[src/rtl/smb_cfg_pkg.sv]
package smb_cfg_pkg;
    typedef enum logic [2:0] {
        ST_IDLE,
        ST_SHIFT,
        ST_ACK_LOW,
        ST_ACK_HIGH,
        ST_IGNORE
    } smb_state_e;
endpackage

[src/rtl/smb_line_sync.sv]
module smb_line_sync #(
    parameter int WIDTH  = 2,
    parameter int STAGES = 2
) (
    input  logic             clk_i,
    input  logic             rst_ni,
    input  logic [WIDTH-1:0] d_i,
    output logic [WIDTH-1:0] q_o
);
    for (genvar g = 0; g < WIDTH; g++) begin : g_lane
        logic [STAGES-1:0] chain_q;
        // lines are idle-high, so the chain resets to ones
        always_ff @(posedge clk_i or negedge rst_ni) begin
            if (!rst_ni) chain_q <= '1;
            else         chain_q <= {chain_q[STAGES-2:0], d_i[g]};
        end
        assign q_o[g] = chain_q[STAGES-1];
    end
endmodule

[src/rtl/smb_cond_detect.sv]
module smb_cond_detect (
    input  logic clk_i,
    input  logic rst_ni,
    input  logic scl_i,
    input  logic sda_i,
    output logic scl_rise_o,
    output logic scl_fall_o,
    output logic start_o,
    output logic stop_o
);
    logic scl_q, sda_q;

    always_ff @(posedge clk_i or negedge rst_ni) begin
        if (!rst_ni) begin
            scl_q <= 1'b1;
            sda_q <= 1'b1;
        end else begin
            scl_q <= scl_i;
            sda_q <= sda_i;
        end
    end

    assign scl_rise_o = scl_i & ~scl_q;
    assign scl_fall_o = ~scl_i & scl_q;
    // data edges while the clock stays high
    assign start_o    = scl_i & scl_q & sda_q & ~sda_i;
    assign stop_o     = scl_i & scl_q & ~sda_q & sda_i;
endmodule

[src/rtl/smb_cfg_bank.sv]
module smb_cfg_bank #(
    parameter int NUM_REGS = 3,
    parameter int REG_W    = 8,
    parameter int IDX_W    = 2
) (
    input  logic                      clk_i,
    input  logic                      rst_ni,
    input  logic                      wr_en_i,
    input  logic [IDX_W-1:0]          wr_idx_i,
    input  logic [REG_W-1:0]          wr_data_i,
    input  logic                      commit_i,
    output logic [NUM_REGS*REG_W-1:0] cfg_o
);
    for (genvar g = 0; g < NUM_REGS; g++) begin : g_reg
        logic [REG_W-1:0] shadow_q, live_q;
        always_ff @(posedge clk_i or negedge rst_ni) begin
            if (!rst_ni) begin
                shadow_q <= '1;
                live_q   <= '1;
            end else begin
                if (wr_en_i && wr_idx_i == IDX_W'(g)) shadow_q <= wr_data_i;
                if (commit_i)                         live_q   <= shadow_q;
            end
        end
        assign cfg_o[g*REG_W +: REG_W] = live_q;
    end
endmodule

[src/rtl/clkcfg_smb_slave.sv]
module clkcfg_smb_slave
    import smb_cfg_pkg::*;
#(
    parameter int         NUM_REGS    = 3,
    parameter int         TOTAL_BYTES = 10,
    parameter int         HDR_BYTES   = 3,
    parameter logic [7:0] DEV_ADDR    = 8'hD2,
    parameter int         SYNC_STAGES = 2
) (
    input  logic                    clk_i,
    input  logic                    rst_ni,
    input  logic                    bus_clk_i,
    input  logic                    bus_dat_i,
    output logic                    dat_pull_o,
    output logic [NUM_REGS*8-1:0]   cfg_o
);
    localparam int CFG_W = NUM_REGS * 8;
    localparam int CNT_W = $clog2(TOTAL_BYTES + 1);
    localparam int IDX_W = (NUM_REGS > 1) ? $clog2(NUM_REGS) : 1;
    localparam logic [CNT_W-1:0] TOTAL_C = CNT_W'(TOTAL_BYTES);
    localparam logic [CNT_W-1:0] HDR_C   = CNT_W'(HDR_BYTES);
    localparam logic [CNT_W-1:0] LAST_C  = CNT_W'(HDR_BYTES + NUM_REGS);

    logic [1:0] sync_q;
    logic       scl_s, sda_s;
    logic       scl_rise, scl_fall, start_det, stop_det;

    smb_line_sync #(.WIDTH(2), .STAGES(SYNC_STAGES)) u_sync (
        .clk_i (clk_i),
        .rst_ni(rst_ni),
        .d_i   ({bus_clk_i, bus_dat_i}),
        .q_o   (sync_q)
    );
    assign scl_s = sync_q[1];
    assign sda_s = sync_q[0];

    smb_cond_detect u_det (
        .clk_i     (clk_i),
        .rst_ni    (rst_ni),
        .scl_i     (scl_s),
        .sda_i     (sda_s),
        .scl_rise_o(scl_rise),
        .scl_fall_o(scl_fall),
        .start_o   (start_det),
        .stop_o    (stop_det)
    );

    smb_state_e       state_q, state_d;
    logic [3:0]       bit_cnt_q;
    logic [7:0]       shift_q;
    logic [CNT_W-1:0] byte_cnt_q;
    logic             addr_ok_q, ack_en_q;
    logic             byte_done, addr_hit, commit, wr_en;
    logic [IDX_W-1:0] wr_idx;

    assign byte_done = (state_q == ST_SHIFT) && scl_fall && (bit_cnt_q == 4'd8);
    assign addr_hit  = (byte_cnt_q == '0) && (shift_q == DEV_ADDR);
    assign wr_idx    = IDX_W'(byte_cnt_q - HDR_C);

    // state register
    always_ff @(posedge clk_i or negedge rst_ni) begin
        if (!rst_ni) state_q <= ST_IDLE;
        else         state_q <= state_d;
    end

    // next state
    always_comb begin
        state_d = state_q;
        if (start_det) begin
            state_d = ST_SHIFT;
        end else if (stop_det) begin
            state_d = ST_IDLE;
        end else begin
            unique case (state_q)
                ST_IDLE:     state_d = ST_IDLE;
                ST_SHIFT:    if (byte_done) state_d = ST_ACK_LOW;
                ST_ACK_LOW:  if (scl_rise)  state_d = ST_ACK_HIGH;
                ST_ACK_HIGH: if (scl_fall)
                                 state_d = (byte_cnt_q == TOTAL_C || !addr_ok_q)
                                           ? ST_IGNORE : ST_SHIFT;
                ST_IGNORE:   state_d = ST_IGNORE;
                default:     state_d = ST_IDLE;
            endcase
        end
    end

    // datapath registers: shifter, counters, match flag
    always_ff @(posedge clk_i or negedge rst_ni) begin
        if (!rst_ni) begin
            bit_cnt_q  <= '0;
            shift_q    <= '0;
            byte_cnt_q <= '0;
            addr_ok_q  <= 1'b0;
            ack_en_q   <= 1'b0;
        end else if (start_det || stop_det) begin
            bit_cnt_q  <= '0;
            byte_cnt_q <= '0;
            addr_ok_q  <= 1'b0;
            ack_en_q   <= 1'b0;
        end else begin
            if (state_q == ST_SHIFT && scl_rise) begin
                shift_q   <= {shift_q[6:0], sda_s};
                bit_cnt_q <= bit_cnt_q + 4'd1;
            end
            if (byte_done) begin
                bit_cnt_q  <= '0;
                byte_cnt_q <= byte_cnt_q + 1'b1;
                if (byte_cnt_q == '0) begin
                    addr_ok_q <= addr_hit;
                    ack_en_q  <= addr_hit;
                end else begin
                    ack_en_q  <= addr_ok_q;
                end
            end
        end
    end

    // outputs of the state machine
    always_comb begin
        dat_pull_o = 1'b0;
        wr_en      = 1'b0;
        commit     = stop_det && addr_ok_q && (byte_cnt_q >= LAST_C);
        unique case (state_q)
            ST_SHIFT:    wr_en = byte_done && addr_ok_q &&
                                 (byte_cnt_q >= HDR_C) && (byte_cnt_q < LAST_C);
            ST_ACK_LOW,
            ST_ACK_HIGH: dat_pull_o = ack_en_q;
            ST_IDLE,
            ST_IGNORE:   dat_pull_o = 1'b0;
            default:     dat_pull_o = 1'b0;
        endcase
    end

    smb_cfg_bank #(.NUM_REGS(NUM_REGS), .REG_W(8), .IDX_W(IDX_W)) u_bank (
        .clk_i    (clk_i),
        .rst_ni   (rst_ni),
        .wr_en_i  (wr_en),
        .wr_idx_i (wr_idx),
        .wr_data_i(shift_q),
        .commit_i (commit),
        .cfg_o    (cfg_o)
    );
endmodule

[config.mk]
export PLATFORM = sky130hd
export DESIGN_NAME = clkcfg_smb_slave
export DESIGN_NICKNAME = d
export VERILOG_FILES = /design/src/rtl/smb_cfg_pkg.sv /design/src/rtl/smb_line_sync.sv /design/src/rtl/smb_cond_detect.sv /design/src/rtl/smb_cfg_bank.sv /design/src/rtl/clkcfg_smb_slave.sv
export SDC_FILE = /design/constraint.sdc
export NUM_CORES = 1
export LEC_CHECK = 0
export ABC_AREA = 1
export BUFFER_PORTS_ARGS = -buffer_cell sky130_fd_sc_hd__buf_4
export CORE_MARGIN = 2
export CORE_UTILIZATION = 64
export DETAILED_ROUTE_END_ITERATION = 10
export PLACE_DENSITY_LB_ADDON = 0.3
export SLEW_MARGIN = 5
export SYNTH_ARGS = -nofsm -noshare
export SYNTH_HDL_FRONTEND = slang
export SYNTH_HIERARCHICAL = 1
export SYNTH_SLANG_ARGS = --single-unit
[constraint.sdc]
create_clock -name clk_i -period 4.37 [get_ports clk_i]
set_input_delay 0.874 -clock clk_i [delete_from_list [all_inputs] [get_ports clk_i]]
set_output_delay 0.874 -clock clk_i [all_outputs]
set_load 0.02 [all_outputs]
==> out/metrics.csv, run 1 <==
metric;value;unit
synth_ff_type;dfstp_2;
synth_compound_area_share;6.94;%
end_kind;register;
status;finished, final reports clean;
place_congestion;0.790;
io_pins;29;
area_growth;11.3;%
fmax;381;MHz
syn_area;0.00344;mm²
fin_util;74.6;%
total_power;1590;µW
rsz0062_at_grt;no;
setup_violations;0;
dr_wl_met3;193;µm
synthCells;384;
first_pass_iters;4;
cts_resized;0;
grt_max_degree;75;
r2r-start;byte_cnt_q[0]$_DFFE_PN0P_;
start_kind;register;
clock-sinks;74;
dpl.hpwl;4070;µm
antenna_left;0;
die_h;77.4;µm
nets;420;
syn-num-nets;393;
drv_cap;0;
ir_drop;281;µV
synthAdderAreaFrac;1.82;%
worst-path-max-fanout;48;
p_leak;0.00176;µW
crit_slowest_cell;inv_1;
via_per_inst;5.15;
reg2reg_to;u_bank/g_reg[0].live_q[3]$_DFFE_PN1P_;
cts_made_buffers;9;
wl_met1;2700;µm
fill_cells;378;
antenna_found_initial;0;
cts_tree;done;
cpPeakStageDelay;880;ps
cts.path.max_buffers;2;
tightest_slew;1190;ps
hold_start;u_sync/g_lane[1].chain_q[0]$_DFF_PN1_;
diodes;0;
yosysWarnings;6;
critical_path_class;register to register;
die_x;77.4;µm
htree_levels;3;
ys_seq_area_share;55.7;%
drc;0;
die-area;0.00598;mm²
fin_skew;10.1;ps
timing.final.crit_share;60.1;%
synth_area_per_cell;8.97;µm²
drt-total-wl;5910;µm
synth-simple-area-share;25.9;%
clk_pin_slew_worst_paths;80;ps
routedWlPerCell;12.2;µm
hold_viol_final;0;
via_count;2505;
r2r_setup_slack;1740;ps
crit_chain;inv_1, ha_1, a21oi_1, nand3b_1, inv_1, o21ai_0;
hold_path_depth;0;
arrival;2860;ps
highest_layer;met4;
ys_ff_latch;74;
slew_violations;0;
drt-initial-drc-count;144;
grt_pass1_wl;10400;µm
rows;26;
synth_top_family_by_area;simple AND/OR/NAND/NOR gates;
clock_latency;350;ps
holdBufCountCts;0;
async_flop_share;100;%
drive_above_1_share;27.9;%
required;4610;ps
hold_slack;363;ps
grt_pass1_vias;2384;
maxSlewHeadroom;20.5;%
start_util;67.0;%
coreArea;0.00514;mm²
synth_edf_count;0;
hp-class;register to register;
io_buffer_count;28;
grt_use_total;22.3;%
ys_types;28;
period_needed;2630;ps
tns;0;ps
synthMuxAreaShare;0;%
synth_xor_area_share;0.254;%
power.density;415;mW/mm²
cts_root_buffer;clkbuf_8;
reg2reg_depth;6;
cp_common_cell;inv_1;
min_to;u_sync/g_lane[1].chain_q[1]$_DFF_PN1_;
postCtsSetupBuffers;0;
dr_wl_met2;2880;µm
gr-total-overflow;0;
-- power by group --
part | leakage [µW] | internal, µW | total, µW | switching [µW]
Sequential | 0.000819 | 750 | 841 | 91.1
Clock | 0.0000925 | 264 | 513 | 248
Combinational | 0.000848 | 83.7 | 237 | 154
Total | 0.00176 | 1100 | 1590 | 493
-- worst max path at each step --
stage,end,start
global route,u_bank/g_reg[0].live_q[2]$_DFFE_PN1P_,byte_cnt_q[0]$_DFFE_PN0P_
floorplan,dat_pull_o,state_q[1]$_DFFE_PN0P_
global placement,u_bank/g_reg[0].live_q[3]$_DFFE_PN1P_,byte_cnt_q[0]$_DFFE_PN0P_
CTS,u_bank/g_reg[2].live_q[6]$_DFFE_PN1P_,byte_cnt_q[0]$_DFFE_PN0P_
detailed placement,u_bank/g_reg[0].live_q[3]$_DFFE_PN1P_,byte_cnt_q[0]$_DFFE_PN0P_
finish,u_bank/g_reg[0].live_q[3]$_DFFE_PN1P_,byte_cnt_q[0]$_DFFE_PN0P_
-- state kept, by name, summed over array words and instances (netlist names) --
register	flops
ack_en_q	1
bit_cnt_q	4
byte_cnt_q	4
shift_q	8
state_q	3
u_bank/g.live_q	24
u_bank/g.shadow_q	24
u_det/scl_q	1
u_det/sda_q	1
u_sync/g_lane.chain_q	4
-- Yosys cell counts, types with 2 or more instances --
library cell | count | share of area [%]
a21oi_1 | 5 | 0.73
o21ai_2 | 4 | 1.0
ha_1 | 5 | 1.8
nor2_4 | 2 | 0.65
buf_4 | 5 | 1.1
nor3_1 | 4 | 0.58
dfstp_2 | 54 | 41
buf_2 | 2 | 0.29
buf_6 | 6 | 2.0
nand2_4 | 2 | 0.65
o21ai_1 | 23 | 3.3
nor2_1 | 25 | 2.7
a21oi_2 | 3 | 0.76
nand4_1 | 18 | 3.3
o21ai_0 | 6 | 0.87
inv_1 | 54 | 5.9
dfrtp_1 | 20 | 15
nand3_4 | 2 | 1.0
nand3_1 | 19 | 2.8
nand2_1 | 117 | 13
-- cell usage in the layout, fill, tap and decap left out, drive strengths merged --
cell	netlist	final
clkinvlp	0	2
dfstp	54	54
nor3	4	4
clkbuf	0	10
buf	13	29
o21ai	33	33
nand4	18	18
nand3	22	22
nor3b	1	1
inv	55	55
nand3b	1	1
bufinv	0	1
a21oi	8	8
nand2	120	120
o21bai	1	1
clkinv	0	3
nor2	28	28
xor2	1	1
dfrtp	20	20
ha	5	5
-- stage by stage --
stage	area [µm²]	instances	setup WS [ps]
6_report	3830	486	1740
5_1_grt	3830	486	1440
4_1_cts	3830	486	1720
3_5_place_dp	3640	470	1720
3_3_place_gp	3640	470	1890
2_1_floorplan	3440	384	2620
-- metal layers --
| layer | up-vias | global-route usage [%] |
|---|---|---|
| met1 | 1190 | 28.5 |
| met4 | 0 | 12.3 |
| met5 | - | 0 |
| li1 | 1265 | - |
| met3 | 15 | 3.49 |
| met2 | 35 | 36.6 |
-- critical path: cells and delay by family (launching register included) --
kind	cells	cell delay [ps]
and+or+nand+nor	1	170
buffers and inverters	2	1340
adders and majority gates	1	280
AOI/OAI and AO/OA	2	310
DFF	1	400
-- layout make-up --
type,count,area [µm²],share of cell area (%)
tap,70,87.6,2.28
timing repair buffer,29,218,5.68
sequential,74,1920,50.1
clock buffer,10,128,3.33
inverter,55,206,5.39
multi-input combinational,242,1210,31.5
clock inverter,6,67.6,1.76
-- cell families (layout without fill, tap and decap cells) --
kind of cell,Yosys count,in the layout
XOR/XNOR,1,1
adder cells (fa/ha/maj),5,5
AND/OR/NAND/NOR,194,194
AO/OA/AOI/OAI,42,42
buffers and inverters,68,100
flip-flops,74,74
(Power assumes the default switching activity.)
==> run 2: changes to the inputs <==
--- a/config.mk
+++ b/config.mk
@@ -5,10 +5,10 @@
 export SDC_FILE = /design/constraint.sdc
 export NUM_CORES = 1
 export LEC_CHECK = 0
-export ABC_AREA = 1
+export ABC_AREA = 0
 export BUFFER_PORTS_ARGS = -buffer_cell sky130_fd_sc_hd__buf_4
 export CORE_MARGIN = 2
-export CORE_UTILIZATION = 64
+export CORE_UTILIZATION = 53
 export DETAILED_ROUTE_END_ITERATION = 10
 export PLACE_DENSITY_LB_ADDON = 0.3
 export SLEW_MARGIN = 5
==> constraint.sdc (replaced) <==
create_clock -name clk_i -period 2.2 [get_ports clk_i]
set_input_delay 0.44 -clock clk_i [delete_from_list [all_inputs] [get_ports clk_i]]
set_output_delay 0.44 -clock clk_i [all_outputs]
set_load 0.02 [all_outputs]
==> run 2 against run 1 <==
Against the previous run: hold slack got worse by 320 ps; routed wire length fell by 5.9%; critical endpoint is now u_bank/g_reg[0].shadow_q[0]$_DFFE_PN1P_; sequential share of layout area rose by 1.3 points.
==> out/metrics.csv, run 2 <==
metric;value;unit;change
grt_use_total;18.8;%;was 22.3%
required;2470;ps;was 4610 ps
ys_types;40;;was 28
end_kind;register;;unchanged
ir_drop;498;µV;was 281 µV
die-area;0.00664;mm²;was 0.00598 mm²
netlist_top_cells_count;mux2_2 (56), dfstp_2 (54), dfrtp_1 (20);;was nand2_1 (117), dfstp_2 (54), inv_1 (54)
syn-num-nets;234;;was 393
routedWlPerCell;16.3;µm;was 12.2 µm
coreArea;0.00585;mm²;was 0.00514 mm²
reg2reg_depth;7;;was 6
drt-initial-drc-count;65;;was 144
final_cell_mix;mux2_2 (56), dfstp_2 (54), buf_4 (34), dfrtp_1 (20), clkbuf_8 (10);;was nand2_1 (117), inv_1 (54), dfstp_2 (54), buf_4 (29), nor2_1 (25)
swShare;26.7;%;was 31.0%
first_pass_iters;4;;unchanged
busiest_layer;met2;;unchanged
maxSlewHeadroom;67.1;%;was 20.5%
slew_violations;0;;unchanged
cts.path.max_buffers;2;;unchanged
power_frac_comb;8.8;%;was 14.9%
async_flop_share;100;%;unchanged
place_congestion;0.854;;was 0.790
met3_usage;4.07;%;was 3.49%
clock-sinks;74;;unchanged
rsz0062_at_grt;no;;unchanged
fmax;479;MHz;was 381 MHz
post-synth-top-area-fraction;44.6;%;was 41.2%
clock_latency;340;ps;was 350 ps
die_h;81.5;µm;was 77.4 µm
ys_seq_area_share;60.3;%;was 55.7%
grt_pass1_wl;9130;µm;was 10400 µm
synth_area_per_cell;14.2;µm²;was 8.97 µm²
diodes;0;;unchanged
synth_edf_count;0;;unchanged
yosysWarnings;6;;unchanged
hp-class;primary input to asynchronous set/reset pin;;was register to register
r2r-start;u_det/scl_q$_DFF_PN1_;;was byte_cnt_q[0]$_DFFE_PN0P_
switchingPower;739;µW;was 493 µW
grt.met1_usage;25.6;%;was 28.5%
hold_slack;38.6;ps;was 363 ps
antenna_left;0;;unchanged
cts_root_buffer;clkbuf_8;;unchanged
grt_pass1_vias;1861;;was 2384
synth_ff_type;dfstp_2;;unchanged
cts_tree;done;;unchanged
total_power;2760;µW;was 1590 µW
power_frac_seq;57.2;%;was 52.9%
syn_area;0.00318;mm²;was 0.00344 mm²
rows;28;;was 26
status;finished, final reports clean;;unchanged
fin_skew;10.8;ps;was 10.1 ps
postCtsSetupBuffers;0;;unchanged
die_x;81.5;µm;was 77.4 µm
nets;271;;was 420
setup_violations;0;;unchanged
power.density;739;mW/mm²;was 415 mW/mm²
reg2reg_to;u_bank/g_reg[0].shadow_q[0]$_DFFE_PN1P_;;was u_bank/g_reg[0].live_q[3]$_DFFE_PN1P_
grt_max_degree;43;;was 75
start_util;54.4;%;was 67.0%
intPower;2030;µW;was 1100 µW
p_leak;0.00164;µW;was 0.00176 µW
layout_commonest_cell;mux2_2;;was nand2_1
dpl.hpwl;3710;µm;was 4070 µm
clkPwrFrac;34.0;%;was 32.2%
io_buffer_count;28;;unchanged
start_kind;register;;unchanged
use_met2;28.1;%;was 36.6%
worst-path-max-fanout;8;;was 48
ys_ff_latch;74;;unchanged
drt-total-wl;5560;µm;was 5910 µm
r2r_setup_slack;110;ps;was 1740 ps
drv_cap;0;;unchanged
antenna_found_initial;0;;unchanged
top_regs;u_bank/g.live_q (24), u_bank/g.shadow_q (24), shift_q (8);;unchanged
netlist_top_cells_area;dfstp_2 (45%), mux2_2 (20%), dfrtp_1 (16%);;was dfstp_2 (41%), dfrtp_1 (15%), nand2_1 (13%)
via_per_inst;5.63;;was 5.15
hold_viol_final;0;;unchanged
arrival;2360;ps;was 2860 ps
drive_above_1_share;64.0;%;was 27.9%
io_pins;29;;unchanged
via_count;1924;;was 2505
yosys.area.top_type;dfstp_2;;unchanged
area_growth;17.4;%;was 11.3%
tightest_slew;486;ps;was 1190 ps
period_needed;2090;ps;was 2630 ps
gr-total-overflow;0;;unchanged
critical_path_class;register to register;;unchanged
htree_levels;3;;unchanged
fill_cells;437;;was 378
yosysMostFrequentCell;mux2_2;;was nand2_1
clk_pin_slew_worst_paths;80;ps;about the same
synthCells;225;;was 384
timing.final.crit_share;94.9;%;was 60.1%
cts_made_buffers;9;;unchanged
drc;0;;unchanged
run 2: worst max path at each step:
stage / slack, ps / from / to / cells past startpoint
floorplan: -0.8 / u_det/scl_q$_DFF_PN1_ / u_bank/g_reg[0].shadow_q[0]$_DFFE_PN1P_ / 7
global placement: 110 / u_det/scl_q$_DFF_PN1_ / u_bank/g_reg[0].shadow_q[6]$_DFFE_PN1P_ / 7
detailed placement: 70 / u_det/scl_q$_DFF_PN1_ / u_bank/g_reg[0].shadow_q[0]$_DFFE_PN1P_ / 7
CTS: 70 / u_det/scl_q$_DFF_PN1_ / u_bank/g_reg[0].shadow_q[0]$_DFFE_PN1P_ / 7
global route: 7 / u_det/scl_q$_DFF_PN1_ / u_bank/g_reg[0].shadow_q[6]$_DFFE_PN1P_ / 7
finish: 110 / u_det/scl_q$_DFF_PN1_ / u_bank/g_reg[0].shadow_q[0]$_DFFE_PN1P_ / 7
run 2: timing repair:
action | 4_1_cts | 5_1_grt
hold buffers | 0 | 0
setup endpoints to repair | 0 | 8
gates resized for setup | 0 | 2
run 2: kinds of logic after synthesis:
logic type	count (synthesis)	synth area share, %
flops	74	60.3
xor+xnor	1	0.275
buf+inv	20	2.91
fa+ha+maj	5	1.96
simple gates	43	9.43
compound gates	24	4.72
mux	58	20.4
run 2: layout make-up:
cell class	count	area, µm²	share of cell area, %
sequential	74	1920	51.3
timing repair buffer	37	315	8.43
clock buffer	10	138	3.68
tap	75	93.8	2.51
clock inverter	6	40.0	1.07
inverter	9	33.8	0.903
multi-input combinational	131	1200	32.1
run 2: metrics by stage:
stage	cell area (µm²)	TNS [ps]	utilization, %	instances	worst slack (ps)
CTS	3730	0	63.7	342	65.7
detailed placement	3550	0	60.7	326	70.8
global placement	3550	0	60.7	326	111
finish	3740	0	63.9	342	112
global route	3740	0	63.9	342	7.15
floorplan	3200	-6.31	-	225	-0.789
run 2: per-layer routing:
| layer | wire (µm) | vias to the layer above |
|---|---|---|
| met5 | 0 | - |
| met4 | 118 | 0 |
| met3 | 174 | 9 |
| met2 | 2590 | 40 |
| met1 | 2680 | 977 |
| li1 | - | 898 |
run 2: power by group through the flow:
stage               combinational [µW]  sequential (µW)  clock [µW]
floorplan                          179             1550           0
global placement                   240             1600           0
detailed placement                 242             1610           0
CTS                                245             1580         966
global route                       277             1600        1030
finish                             244             1580         940
run 2: critical path, stage by stage, from the launching register on:
cell     delay, ps
dfstp_2        550
nor2b_4        140
and4b_1        240
nand3_2        110
nor3_4         240
nor3b_4        260
buf_12         150
mux2_2         330
==> run 3: changes to the inputs <==
--- a/config.mk
+++ b/config.mk
@@ -8,9 +8,10 @@
 export ABC_AREA = 0
 export BUFFER_PORTS_ARGS = -buffer_cell sky130_fd_sc_hd__buf_4
 export CORE_MARGIN = 2
-export CORE_UTILIZATION = 53
+export CORE_UTILIZATION = 58
 export DETAILED_ROUTE_END_ITERATION = 10
 export PLACE_DENSITY_LB_ADDON = 0.3
+export SETUP_SLACK_MARGIN = 0.05
 export SLEW_MARGIN = 5
 export SYNTH_ARGS = -nofsm -noshare
 export SYNTH_HDL_FRONTEND = slang
==> constraint.sdc (replaced) <==
create_clock -name clk_i -period 2 [get_ports clk_i]
set_input_delay 0.3 -clock clk_i [delete_from_list [all_inputs] [get_ports clk_i]]
set_output_delay 0.3 -clock clk_i [all_outputs]
set_load 0.02 [all_outputs]
==> run 3 against run 2 <==
Against the previous run: the run now ends with negative setup slack left; sequential cell count unchanged; sequential share of layout area decreased by 2.7 points; design area increased by 5.6%; die area decreased by 8.2%; total power increased by 21%; critical path depth unchanged.
==> out/metrics.csv, run 3 (same netlist as run 2, synthesis figures left out) <==
metric;value;unit;change
fmax;500;MHz;was 479 MHz
swShare;24.7;%;was 26.7%
grt_max_degree;40;;was 43
hold_slack;54.8;ps;was 38.6 ps
cts_made_buffers;9;;unchanged
required;2270;ps;was 2470 ps
ir_drop;588;µV;was 498 µV
final_cell_mix;dfstp_2 (54), mux2_2 (48), buf_4 (45), dfrtp_1 (20), clkbuf_8 (10);;was mux2_2 (56), dfstp_2 (54), buf_4 (34), dfrtp_1 (20), clkbuf_8 (10)
seq_area;0.00192;mm²;unchanged
status;finished with violations;;was finished, final reports clean
power_frac_comb;10.2;%;was 8.8%
start_util;61.2;%;was 54.4%
drt-total-wl;6320;µm;was 5560 µm
drv_cap;0;;unchanged
timing.final.ws_setup;-0.883;ps;was 112 ps
io_buffer_count;28;;unchanged
gr-total-overflow;0;;unchanged
place_congestion;0.833;;was 0.854
violations;negative setup slack;;
die_h;78.1;µm;was 81.5 µm
rsz0062_at_grt;yes;;was no
placed_area;0.00365;mm²;was 0.00355 mm²
clock-sinks;74;;unchanged
diodes;0;;unchanged
grt_pass1_vias;2032;;was 1861
period_needed;2000;ps;was 2090 ps
r2r_setup_slack;-0.9;ps;was 110 ps
intPower;2520;µW;was 2030 µW
r2r-start;u_det/scl_q$_DFF_PN1_;;unchanged
top_regs;u_bank/g.live_q (24), u_bank/g.shadow_q (24), shift_q (8);;unchanged
slew_violations;0;;unchanged
setup_violations;2;;was 0
via_per_inst;5.71;;was 5.63
fin_skew;10.4;ps;was 10.8 ps
grt_pass1_wl;10200;µm;was 9130 µm
pre_cts_ws;-68.0;ps;was 70.8 ps
arrival;2270;ps;was 2360 ps
coreArea;0.00520;mm²;was 0.00585 mm²
hp-class;primary input to register;;was primary input to asynchronous set/reset pin
maxSlewHeadroom;64.0;%;was 67.1%
tns;-1.09;ps;was 0 ps
die-area;0.00610;mm²;was 0.00664 mm²
power.density;848;mW/mm²;was 739 mW/mm²
crit_end;u_bank/g_reg[0].shadow_q[6]$_DFFE_PN1P_;;was u_bank/g_reg[0].shadow_q[0]$_DFFE_PN1P_
timing.final.crit_share;100;%;was 94.9%
first_pass_iters;4;;unchanged
die_x;78.1;µm;was 81.5 µm
cts_tree;done;;unchanged
p_leak;0.00175;µW;was 0.00164 µW
switchingPower;827;µW;was 739 µW
nets;284;;was 271
crit_start;u_det/scl_q$_DFF_PN1_;;unchanged
rows;26;;was 28
antenna_found_initial;0;;unchanged
dpl.hpwl;3980;µm;was 3710 µm
io_pins;29;;unchanged
total_power;3350;µW;was 2760 µW
critical_path_class;register to register;;unchanged
clk_pin_slew_worst_paths;80;ps;about the same
cts.path.max_buffers;2;;unchanged
power_frac_seq;51.9;%;was 57.2%
multiInputGateArea;0.00126;mm²;was 0.00120 mm²
routedWlPerCell;18.1;µm;was 16.3 µm
end_kind;register;;unchanged
drive_above_1_share;66.7;%;was 64.0%
htree_levels;3;;unchanged
layout_commonest_cell;dfstp_2;;was mux2_2
drt-initial-drc-count;71;;was 65
final_area;0.00395;mm²;was 0.00374 mm²
clock_latency;350;ps;was 340 ps
hold_viol_final;0;;unchanged
fill_cells;324;;was 437
cts_root_buffer;clkbuf_8;;unchanged
start_kind;register;;unchanged
worst-path-max-fanout;8;;unchanged
via_count;1994;;was 1924
clkPwrFrac;37.9;%;was 34.0%
reg2reg_to;u_bank/g_reg[0].shadow_q[6]$_DFFE_PN1P_;;was u_bank/g_reg[0].shadow_q[0]$_DFFE_PN1P_
reg2reg_depth;7;;unchanged
antenna_left;0;;unchanged
grt_use_total;21.7;%;was 18.8%
area_growth;24.0;%;was 17.4%
drc;0;;unchanged
tightest_slew;533;ps;was 486 ps
[run 3: through the flow]
stage                     instances  util (%)
final                           349      75.9
after global routing            349      75.9
after CTS                       348      74.9
after detailed placement        331      70.1
after global placement          331      70.1
after floorplan                 225         -
[run 3: worst max-delay path: stages (launching register included)]
cell and delay [ps]:
dfstp_2 540, nor2b_4 130, and4b_1 250, nand3_2 110, nor3_4 140, nor3b_4 260, buf_12 170, mux2_4 300
[run 3: timing repair]
action,in CTS,in global routing
hold buffers,1,0
buffers inserted,1,1
gates resized for setup,2,12
pin swaps,3,6
hold endpoints to repair,12,0
endpoints found under the setup margin,24,37
gates cloned,0,0
[run 3: routing by layer]
metal	global-route usage, %	vias up	wire length, µm
li1	-	915	-
met1	28.2	1038	2810
met2	35.9	32	3200
met3	6.32	9	236
met4	6.14	0	76
met5	0	-	0
[run 3: how the worst min path moves through the flow]
stage,depth (start not counted),start,slack (ps),end
4_1_cts,1,bus_clk_i,50,u_sync/g_lane[1].chain_q[0]$_DFF_PN1_
3_3_place_gp,1,rst_ni,300,bit_cnt_q[2]$_DFFE_PN0P_
6_report,1,bus_clk_i,50,u_sync/g_lane[1].chain_q[0]$_DFF_PN1_
3_5_place_dp,1,rst_ni,300,bit_cnt_q[2]$_DFFE_PN0P_
2_1_floorplan,0,rst_ni,4,ack_en_q$_DFFE_PN0P_
5_1_grt,1,bus_clk_i,40,u_sync/g_lane[1].chain_q[0]$_DFF_PN1_
[run 3: layout make-up]
class                           count  share of cell area [%]
Sequential cell                    74                    48.6
Clock buffer                       11                    3.58
Timing Repair Buffer               50                    10.8
Multi-Input combinational cell    131                    32.0
Inverter                            9                   0.855
Tap cell                           70                    2.22
Clock inverter                      4                    1.96
[run 3: power groups by stage]
stage | registers (µW) | logic, µW | clock network (µW)
detailed placement | 1760 | 336 | 0
floorplan | 1710 | 202 | 0
global placement | 1750 | 324 | 0
CTS | 1740 | 341 | 1280
global route | 1760 | 381 | 1360
finish | 1740 | 342 | 1270
